`config.mk`:
```
export PLATFORM = sky130hd
export DESIGN_NAME = dma_chan_arbiter
export DESIGN_NICKNAME = d
export VERILOG_FILES = /design/src/rtl/dca_pkg.sv /design/src/rtl/dca_regs.sv /design/src/rtl/dca_trig.sv /design/src/rtl/dca_arb.sv /design/src/rtl/dma_chan_arbiter.sv
export SDC_FILE = /design/constraint.sdc
export NUM_CORES = 1
export LEC_CHECK = 0
export ABC_AREA = 1
export BUFFER_PORTS_ARGS = -buffer_cell sky130_fd_sc_hd__buf_4
export CAP_MARGIN = 15
export CORE_ASPECT_RATIO = 2
export CORE_MARGIN = 10
export CORE_UTILIZATION = 52
export CTS_BUF_LIST = sky130_fd_sc_hd__clkbuf_4 sky130_fd_sc_hd__clkbuf_8
export CTS_CLUSTER_SIZE = 28
export DETAILED_ROUTE_END_ITERATION = 7
export GPL_TIMING_DRIVEN = 0
export HOLD_SLACK_MARGIN = 0.15
export PLACE_DENSITY = 0.85
export SYNTH_ARGS = -nofsm -noshare
export SYNTH_HDL_FRONTEND = slang
export SYNTH_SLANG_ARGS = --single-unit
```
`constraint.sdc`:
```
create_clock -name clk -period 2.6 [get_ports clk]
set_clock_uncertainty 0.15 [all_clocks]
set_input_delay 0.13 -clock clk [delete_from_list [all_inputs] [get_ports clk]]
set_output_delay 0.13 -clock clk [all_outputs]
set_load 0.01 [all_outputs]
```
`src/rtl/dca_pkg.sv`:
```
// Shared constants: register map and bit positions of the control block.
package dca_pkg;
    localparam int DW = 16;
    localparam int AW = 3;

    localparam logic [AW-1:0] A_SEL = 3'd0;
    localparam logic [AW-1:0] A_GLB = 3'd1;
    localparam logic [AW-1:0] A_CMD = 3'd2;
    localparam logic [AW-1:0] A_CH0 = 3'd4;

    localparam int GB_ROT   = 0;
    localparam int GB_FETCH = 1;
    localparam int GB_NMI   = 2;

    localparam int CB_EN  = 0;
    localparam int CB_IE  = 1;
    localparam int CB_IFG = 2;
    localparam int CB_ABT = 3;
    localparam int CB_REQ = 4;

    localparam int CMD_GRST  = 0;
    localparam int CMD_CRST0 = 4;
endpackage

```
`src/rtl/dca_regs.sv`:
```
// Register file: trigger selects, global mode bits and per-channel control.
// Assumes one access per cycle; hardware set/clear inputs win over a write.
module dca_regs
    import dca_pkg::*;
#(
    parameter int NCH   = 3,
    parameter int SEL_W = 4
) (
    input  logic                 clk,
    input  logic                 rst_n,
    input  logic                 wr,
    input  logic [AW-1:0]        addr,
    input  logic [DW-1:0]        wdata,
    input  logic [NCH-1:0]       hw_done,
    input  logic [NCH-1:0]       hw_abort,
    output logic [NCH*SEL_W-1:0] sel,
    output logic                 rot,
    output logic                 fetch_wait,
    output logic                 nmi_en,
    output logic [NCH-1:0]       en,
    output logic [NCH-1:0]       ie,
    output logic [NCH-1:0]       ifg,
    output logic [NCH-1:0]       abort_f,
    output logic [NCH-1:0]       sw_req,
    output logic [DW-1:0]        rdata
);
    localparam int SELS_W = NCH * SEL_W;

    logic sel_wr, glb_wr, cmd_wr, grst;
    logic unused_wbits;

    assign sel_wr = wr && (addr == A_SEL);
    assign glb_wr = wr && (addr == A_GLB);
    assign cmd_wr = wr && (addr == A_CMD);
    assign grst   = cmd_wr && wdata[CMD_GRST];
    assign unused_wbits = ^wdata[DW-1:SELS_W];

    // Global mode register.
    always_ff @(posedge clk) begin
        if (!rst_n || grst) begin
            rot        <= 1'b0;
            fetch_wait <= 1'b0;
            nmi_en     <= 1'b0;
        end else if (glb_wr) begin
            rot        <= wdata[GB_ROT];
            fetch_wait <= wdata[GB_FETCH];
            nmi_en     <= wdata[GB_NMI];
        end
    end

    for (genvar g = 0; g < NCH; g++) begin : g_ch
        logic [SEL_W-1:0] sel_q;
        logic             en_q, ie_q, ifg_q, abt_q;
        logic             ch_wr, crst;

        assign ch_wr = wr && (addr == A_CH0 + AW'(g));
        assign crst  = cmd_wr && wdata[CMD_CRST0 + g];

        // Trigger select field, frozen while the channel is enabled.
        always_ff @(posedge clk) begin
            if (!rst_n || grst) sel_q <= '0;
            else if (sel_wr && !en_q) sel_q <= wdata[g*SEL_W +: SEL_W];
        end

        // Channel control bits with hardware set/clear on top of writes.
        always_ff @(posedge clk) begin
            if (!rst_n || crst) begin
                en_q <= 1'b0; ie_q <= 1'b0; ifg_q <= 1'b0; abt_q <= 1'b0;
            end else begin
                if (ch_wr) begin
                    en_q  <= wdata[CB_EN];
                    ie_q  <= wdata[CB_IE];
                    ifg_q <= wdata[CB_IFG];
                    abt_q <= wdata[CB_ABT];
                end
                if (hw_abort[g]) abt_q <= 1'b1;
                if (hw_done[g]) begin
                    ifg_q <= 1'b1;
                    en_q  <= 1'b0;
                end
            end
        end

        assign sel[g*SEL_W +: SEL_W] = sel_q;
        assign en[g]      = en_q;
        assign ie[g]      = ie_q;
        assign ifg[g]     = ifg_q;
        assign abort_f[g] = abt_q;
        assign sw_req[g]  = ch_wr && wdata[CB_REQ];
    end

    // Read multiplexer.
    always_comb begin
        rdata = '0;
        case (addr)
            A_SEL: rdata = DW'(sel);
            A_GLB: begin
                rdata[GB_ROT]   = rot;
                rdata[GB_FETCH] = fetch_wait;
                rdata[GB_NMI]   = nmi_en;
            end
            default: rdata = '0;
        endcase
        for (int k = 0; k < NCH; k++) begin
            if (addr == A_CH0 + AW'(k)) begin
                rdata[CB_EN]  = en[k];
                rdata[CB_IE]  = ie[k];
                rdata[CB_IFG] = ifg[k];
                rdata[CB_ABT] = abort_f[k];
            end
        end
    end
endmodule

```
`src/rtl/dca_trig.sv`:
```
// Trigger selection and rising-edge detection, one detector per channel.
// Assumes trig_bus is synchronous to clk.
module dca_trig #(
    parameter int NCH    = 3,
    parameter int TRIG_W = 16,
    parameter int SEL_W  = 4
) (
    input  logic                 clk,
    input  logic                 rst_n,
    input  logic [TRIG_W-1:0]    trig_bus,
    input  logic [NCH*SEL_W-1:0] sel,
    output logic [NCH-1:0]       rise
);
    logic [TRIG_W-1:0] prev_q;

    // Previous sample of the whole bus.
    always_ff @(posedge clk) begin
        if (!rst_n) prev_q <= '0;
        else        prev_q <= trig_bus;
    end

    for (genvar g = 0; g < NCH; g++) begin : g_edge
        assign rise[g] = trig_bus[sel[g*SEL_W +: SEL_W]] & ~prev_q[sel[g*SEL_W +: SEL_W]];
    end
endmodule

```
`src/rtl/dca_arb.sv`:
```
// Channel arbiter: fixed order, or rotating order starting after the last
// channel served. Purely combinational; output is one-hot or zero.
module dca_arb #(
    parameter int NCH   = 3,
    parameter int PTR_W = 2
) (
    input  logic [NCH-1:0]   elig,
    input  logic             rot,
    input  logic [PTR_W-1:0] last,
    output logic [NCH-1:0]   win
);
    // Scan the candidates in rank order and keep the first eligible one.
    always_comb begin
        int   idx;
        logic found;
        win   = '0;
        found = 1'b0;
        for (int k = 0; k < NCH; k++) begin
            idx = rot ? (int'(last) + 1 + k) % NCH : k;
            if (!found && elig[idx]) begin
                win[idx] = 1'b1;
                found    = 1'b1;
            end
        end
    end
endmodule

```
`src/rtl/dma_chan_arbiter.sv`:
```
// Top of the transfer control block: pending requests, grant ownership,
// NMI abort and completion handling. Assumes the engine raises unit_done
// only while it holds a grant.
module dma_chan_arbiter
    import dca_pkg::*;
#(
    parameter int NCH    = 3,
    parameter int TRIG_W = 16
) (
    input  logic              clk,
    input  logic              rst_n,
    input  logic              reg_wr,
    input  logic [AW-1:0]     reg_addr,
    input  logic [DW-1:0]     reg_wdata,
    output logic [DW-1:0]     reg_rdata,
    input  logic [TRIG_W-1:0] trig_bus,
    input  logic              nmi,
    input  logic              ifetch,
    input  logic              unit_done,
    input  logic              xfer_last,
    output logic [NCH-1:0]    grant,
    output logic              irq
);
    localparam int SEL_W = $clog2(TRIG_W);
    localparam int PTR_W = (NCH > 1) ? $clog2(NCH) : 1;

    logic [NCH*SEL_W-1:0] sel_q;
    logic                 rot, on_fetch, nmi_en;
    logic [NCH-1:0]       en_q, ie_q, ifg_q, abort_q, sw_req, trig_rise;
    logic [NCH-1:0]       pend_q, elig, win, gnt_q, hw_done, hw_abort;
    logic [PTR_W-1:0]     last_q, gnt_idx;
    logic                 idle, stop;

    dca_regs #(.NCH(NCH), .SEL_W(SEL_W)) i_regs (
        .clk(clk), .rst_n(rst_n), .wr(reg_wr), .addr(reg_addr), .wdata(reg_wdata),
        .hw_done(hw_done), .hw_abort(hw_abort), .sel(sel_q), .rot(rot),
        .fetch_wait(on_fetch), .nmi_en(nmi_en), .en(en_q), .ie(ie_q), .ifg(ifg_q),
        .abort_f(abort_q), .sw_req(sw_req), .rdata(reg_rdata)
    );

    dca_trig #(.NCH(NCH), .TRIG_W(TRIG_W), .SEL_W(SEL_W)) i_trig (
        .clk(clk), .rst_n(rst_n), .trig_bus(trig_bus), .sel(sel_q), .rise(trig_rise)
    );

    dca_arb #(.NCH(NCH), .PTR_W(PTR_W)) i_arb (
        .elig(elig), .rot(rot), .last(last_q), .win(win)
    );

    assign idle     = (gnt_q == '0);
    assign elig     = pend_q & en_q & {NCH{!on_fetch || ifetch}};
    assign hw_abort = gnt_q & {NCH{nmi && nmi_en}};
    assign stop     = unit_done && (xfer_last || (|(gnt_q & (abort_q | hw_abort))));
    assign hw_done  = gnt_q & {NCH{stop}};
    assign grant    = gnt_q;
    assign irq      = |(ifg_q & ie_q);

    // Index of the channel holding the grant.
    always_comb begin
        gnt_idx = '0;
        for (int k = 0; k < NCH; k++) if (gnt_q[k]) gnt_idx = PTR_W'(k);
    end

    // Grant ownership: issue when idle, release at a unit boundary.
    always_ff @(posedge clk) begin
        if (!rst_n) begin
            gnt_q  <= '0;
            last_q <= PTR_W'(NCH - 1);
        end else if (!idle && unit_done) begin
            gnt_q  <= '0;
            last_q <= gnt_idx;
        end else if (idle) begin
            gnt_q  <= win;
        end
    end

    // Pending requests: set by trigger edge or software, cleared on grant.
    always_ff @(posedge clk) begin
        if (!rst_n) pend_q <= '0;
        else pend_q <= ((pend_q & ~(idle ? win : '0)) | ((sw_req | trig_rise) & en_q)) & en_q;
    end
endmodule

```
; After elaboration in Yosys (flattened, before gate mapping)
; Cells that the tools add are included.
[word_totals]
out_inout_bits = 20
mem_bits_ro = 0
in_bits = 42
latchBits = 0
n_memories = 0
elab_cells = 171
regBits = 51
ramBits = 0
[op_classes]
n_eq_ne = 5
add_sub_neg = 3
mul = 0
div = 3
n_bitwise = 22
n_mux = 55
order_cmp = 9
n_reduce_logical = 52
shifts = 0
[ops]
columns = operator, count
row1 = greater-or-equal comparator 32 x 1 -> 1 bit (second input constant), 3
row2 = less-than comparator 32 x 4 -> 1 bit (second input constant), 3
row3 = modulo 32 x 3 -> 32 bit (second input constant), 3
row4 = two-way mux 32 bit, 3
row5 = adder 32 x 2 -> 32 bit (second input constant), 1
row6 = adder 32 x 3 -> 32 bit (second input constant), 1
row7 = two-way mux 1 bit, 30
row8 = bitwise AND 3 bit, 9
row9 = binary-select mux 1 bit (select 4 bit), 6
row10 = logical AND 1 bit, 24
row11 = less-than comparator 4 x 5 -> 1 bit (second input constant), 3
row12 = OR 3 bit, 5
row13 = two-way mux 3 bit, 4
row14 = two-way mux 4 bit, 3
row15 = nonzero test 2 bit, 6
row16 = equality test 3 bit (second input constant), 3
row17 = two-way mux 9 bit, 1
row18 = zero test 1 bit, 8
row19 = OR reduction 2 bit, 4
row20 = binary-select mux 1 bit (select 2 bit), 3
row21 = demux 1 bit (select 2 bit), 3
row22 = zero test 3 bit, 2
row23 = logical OR 1 bit, 6
row24 = one-hot mux 3 bit (2 select lines), 1
row25 = other kinds (8), 14

; Logic depth before layout (Yosys ltp)
[logic_depth]
depth_word = 18
depth_mapped = 20
ltp_nobuf = 19

; Hierarchy
; Synthesis repeated with hierarchy kept, for this count alone.
[hier_totals]
cells_unflattened = 642
hier_area_um2 = 3819.9
[modules_own_cells]
columns = mod, seq_area_each_um2, instances, cells_each, area_each_um2
row1 = dca_regs, 540.5, 1, 240, 1607.8
row2 = dca_trig, 320.3, 1, 211, 1086.0
row3 = dca_arb, 0.0, 1, 117, 673.1
row4 = dma_chan_arbiter, 160.2, 1, 74, 452.9

; Least setup slack after synthesis
; Ideal clock, no wire load.
[synth_path]
path_kind = register to register
startpoint = register last_q[0]
endpoint = register pend_q[2]
period_less_slack_ps = 2724
required_ps = 2380
slack_ps = -124
n_path_buf = 1
path_stages_with_launch = 20
t_arrival_ps = 2504
setup_ps = 70
path_cell_list = dfxtp_1 inv_1 ha_1 inv_1 ha_1 clkbuf_1 ha_1 inv_1 nand2_1 nand2_2 ha_1 nand2_1 nand2_1 nand3_1 nand2_1 nand2_1 nand3_1 nand2_1 nand2_1 a21oi_1
[synth_via]
elab_chain_cells = 18
word_cells_on_any_way = 49
classes_between = add/sub (3) / div (3) / order compare (6) / mux (24) / bitwise (6) / reduce/logical (7)
[synth_lines]
columns = element, line_no
row1 = start: declaration, dma_chan_arbiter.sv:31  ; logic [PTR_W-1:0] last_q, gnt_idx;
row2 = start signal: assignment, dma_chan_arbiter.sv:67  ; last_q <= PTR_W'(NCH - 1);
row3 = start signal: assignment, dma_chan_arbiter.sv:70  ; last_q <= gnt_idx;
row4 = adder 2 x 1 -> 3 bit *, dca_arb.sv:19  ; idx = rot ? (int'(last) + 1 + k) % NCH : k;
row5 = branches (longest 11 deep; another with adder 32 x 2 -> 32 bit), --
row6 = two-way mux 3 bit *, dca_arb.sv:20  ; if (!found && elig[idx]) begin
row7 = two-way mux 3 bit *, dma_chan_arbiter.sv:79  ; else pend_q <= ((pend_q & ~(idle ? win : '0)) | ((sw_req | trig_rise) & en_q)) & en_q;
row8 = NOT 3 bit *, dma_chan_arbiter.sv:79
row9 = bitwise AND 3 bit *, dma_chan_arbiter.sv:79
row10 = OR 3 bit *, dma_chan_arbiter.sv:79
row11 = bitwise AND 3 bit *, dma_chan_arbiter.sv:79
row12 = end signal: assignment, dma_chan_arbiter.sv:79
row13 = end: declaration, dma_chan_arbiter.sv:30  ; logic [NCH-1:0] pend_q, elig, win, gnt_q, hw_done, hw_abort;
; Every way passes the cells marked *. The select of a mux whose other input is x is not followed.
; A chain may end at the register's enable or synchronous reset.

; Worst setup path in the final report
[layout_path]
startpoint = register last_q[1]
endpoint = register pend_q[1]
; Same word-level chain as after synthesis.

==> flow_metrics.py <==
metrics = {
    "run": {
        "cap_violations": 0,
    },
    "place": {
        "place.gp.congestion": 1.02,
        "dp_hpwl_um": 8450,
        "io_buffers": 53,
    },
    "cells_and_area": {
        "n_antenna_cell": 0,
        "syn_to_final_growth_pct": 39.1,
        "drive_gt1_share_pct": 21.9,
        "final_util_pct": 74.9,
        "finalNetCount": 689,
        "fillers": 443,
    },
    "worst_setup_path": {
        "crit_fanout": 5,
        "path_class": "reg -> reg",
        "r2r_start": "last_q[1]$_SDFFE_PN1P_",
        "reg2reg_depth": 17,
        "r2r_setup_slack_ns": -0.06,
        "r2r-end": "pend_q[1]$_SDFF_PN0_",
        "cp.required_ns": 2.66,
        "startpoint_type": "flip-flop",
        "end_kind": "flip-flop",
        "crit_arrival_ns": 2.72,
    },
    "sta": {
        "tightest_slew_ns": 0.938,
        "setup_ws_ns": -0.0603,
        "hold_violations": 0,
        "slew_violations": 0,
        "relSlewSlack_pct": 37.0,
        "rsz0062_at_grt": "true",
        "max_freq_mhz": 376,
        "setup_viol": 5,
        "fin_crit_sh_pct": 102,
        "min_period_ns": 2.66,
    },
    "synth": {
        "yosys-top-cells-area": "dfxtp_1 31%, nand2_1 14%, inv_1 12%",
        "ys_types": 30,
        "synth_enable_flop_cells": 0,
        "synthArstFlopShare_pct": 0,
        "syn_inst": 519,
        "synth_warnings": 0,
        "synth_area_um2": 3260,
        "syn_avg_cell_area_um2": 6.28,
        "synth-seq-cells": 51,
        "synth_largest_area_cell": "dfxtp_1",
        "synthTopCellsByCount": "119 x nand2_1, 107 x inv_1, 51 x dfxtp_1",
        "synth_top_area_share_pct": 31.3,
        "synth-main-ff-cell": "dfxtp_1",
        "ys_seq_area_share_pct": 31.3,
        "synth.most_common_cell": "nand2_1",
    },
    "detailed_routing": {
        "ant_nets": 0,
        "vias": 3908,
        "drtPass1Iterations": 5,
        "vias_per_cell": 5.44,
        "postRouteWirelength_um": 11800,
        "drt_iter0_markers": 295,
        "wl_per_cell_um": 16.4,
        "drc": 0,
    },
    "die": {
        "initial_core_util_pct": 53.8,
        "fp.dieH_um": 132,
        "die-width_um": 76.0,
        "core_um2": 6060,
        "pin_count": 62,
        "dieArea_um2": 10000,
        "num_rows": 40,
    },
    "hold_path": {
        "hold_path.class": "in -> reg",
        "hold_depth": 5,
        "min_from": "reg_addr[1]",
        "whs_endpoint": "i_regs.g_ch[0].sel_q[0]$_SDFFE_PP0P_",
    },
    "global_routing": {
        "globalRoute.totalOverflow": 0,
        "grt_max_degree": 16,
        "grt_pass1_wl_um": 18700,
        "first_global_vias": 4136,
        "antenna_found_initial": 0,
        "grt_usage_pct": 22.5,
    },
    "pwr": {
        "ir_drop_v": 0.000509,
        "power_mw": 1.68,
        "leakage_nw": 2.19,
        "cellPowerDensity_nw_per_um2": 371,
    },
    "status": {
        "outcome": "finished, violations left",
        "violations": "setup timing",
    },
    "clock_tree": {
        "cts_buffers": 5,
        "cts.sinks": 51,
        "clk_pin_slew_ns": 0.09,
        "cts_tree": "done",
        "h-tree-depth": 2,
        "cts_root_buf": "clkbuf_8",
        "clock_latency_ns": 0.32,
        "clk_path_buf_depth": 2,
    },
}
==> worst max-delay path by stage <==
stage / from / depth (start not counted) / slack, ns / to
floorplan: last_q[0]$_SDFFE_PN0P_ / 19 / 0.03 / pend_q[2]$_SDFF_PN0_
global placement: last_q[0]$_SDFFE_PN0P_ / 20 / -0.32 / pend_q[1]$_SDFF_PN0_
detailed placement: last_q[1]$_SDFFE_PN1P_ / 19 / -0.34 / pend_q[1]$_SDFF_PN0_
CTS: last_q[0]$_SDFFE_PN0P_ / 19 / 0.003 / pend_q[2]$_SDFF_PN0_
global route: last_q[1]$_SDFFE_PN1P_ / 17 / -0.24 / pend_q[1]$_SDFF_PN0_
finish: last_q[1]$_SDFFE_PN1P_ / 17 / -0.06 / pend_q[1]$_SDFF_PN0_
==> placed cells by master, fill, tap and decap left out, types with 4 or more instances in the layout <==
cell type and instances:
a211oi_1 7, a21oi_1 30, a21oi_2 4, buf_4 74, clkbuf_1 4, clkbuf_8 6
conb_1 4, dfxtp_1 49, dlygate4sd3_1 36, ha_1 8, ha_4 5, inv_1 102
inv_2 9, nand2_1 109, nand2_2 13, nand3_1 35, nand3_2 5, nor2_1 42
nor2_2 8, o211ai_1 25, o21ai_0 26
==> worst max-delay path, cell delays in order, from the launching register on <==
cell and delay [ns]:
dfxtp_4 0.41, inv_2 0.09, ha_4 0.27, inv_2 0.11
nand3_1 0.12, ha_1 0.32, inv_1 0.07, nand3_1 0.09
nand2_1 0.08, inv_1 0.06, o21ai_1 0.22, nand2_1 0.10
inv_2 0.08, nand2_1 0.06, nand3_2 0.10, nand2_4 0.07
nand2_2 0.11, a21oi_2 0.05
==> repair_timing <==
action                                 4_1_cts  5_1_grt
setup endpoints to repair                    6        6
hold buffers                                36        0
setup buffers                                8        8
resized for setup                           23       21
pin swaps                                    9       15
endpoints found under the hold margin       49        0
==> registers in the layout, indices dropped and copies added, names as in the netlist <==
signal and flops:
i_regs.g_ch.ifg_q 3, i_trig.prev_q 16, i_regs.fetch_wait 1, i_regs.nmi_en 1, i_regs.g_ch.en_q 3, i_regs.g_ch.ie_q 3
i_regs.g_ch.sel_q 12, grant 3, pend_q 3, i_regs.g_ch.abt_q 3, i_regs.rot 1, last_q 2
==> power breakdown <==
group / leakage, nW / internal, mW / switching (mW)
clock: 0.0612 / 0.312 / 0.269
sequential: 0.418 / 0.805 / 0.0168
combinational: 1.71 / 0.127 / 0.153
==> per-stage QoR <==
| stage | area, um2 | hold slack, ns | instances | setup WS (ns) | TNS (ns) |
|---|---|---|---|---|---|
| 2_1_floorplan | 3270 | 0.0735 | 522 | 0.0287 | 0 |
| 3_3_place_gp | 3780 | 0.165 | 659 | -0.317 | -1.71 |
| 3_5_place_dp | 3780 | 0.172 | 659 | -0.337 | -1.93 |
| 4_1_cts | 4400 | 0.157 | 711 | 0.00348 | 0 |
| 5_1_grt | 4530 | 0.200 | 719 | -0.241 | -1.23 |
| 6_report | 4530 | 0.165 | 719 | -0.0603 | -0.199 |
==> logic make-up after synthesis <==
kind of cell               synth area share (%)
other                                     0.115
adders and majority gates                  4.99
buffers and inverters                      15.3
xor gates and xnor gates                  0.269
DFF                                        31.3
and+or+nand+nor                            28.6
AOI/OAI and AO/OA                          19.4
==> final cells by class <==
type	count	area, um2	area share, %
Multi-Input combinational cell	344	1900	41.8
Sequential cell	51	1030	22.7
Timing Repair Buffer	105	878	19.4
Inverter	114	435	9.61
Tap cell	84	105	2.32
Clock buffer	6	82.6	1.82
Buffer	13	71.3	1.57
Clock inverter	2	35.0	0.773
==> layer usage <==
| metal | GRT usage, % | wire, um |
|---|---|---|
| met4 | 19.3 | 855 |
| met2 | 42.5 | 6460 |
| met1 | 19.1 | 3810 |
| met5 | 0 | 0 |
| met3 | 4.23 | 666 |
(Power assumes the default switching activity.)
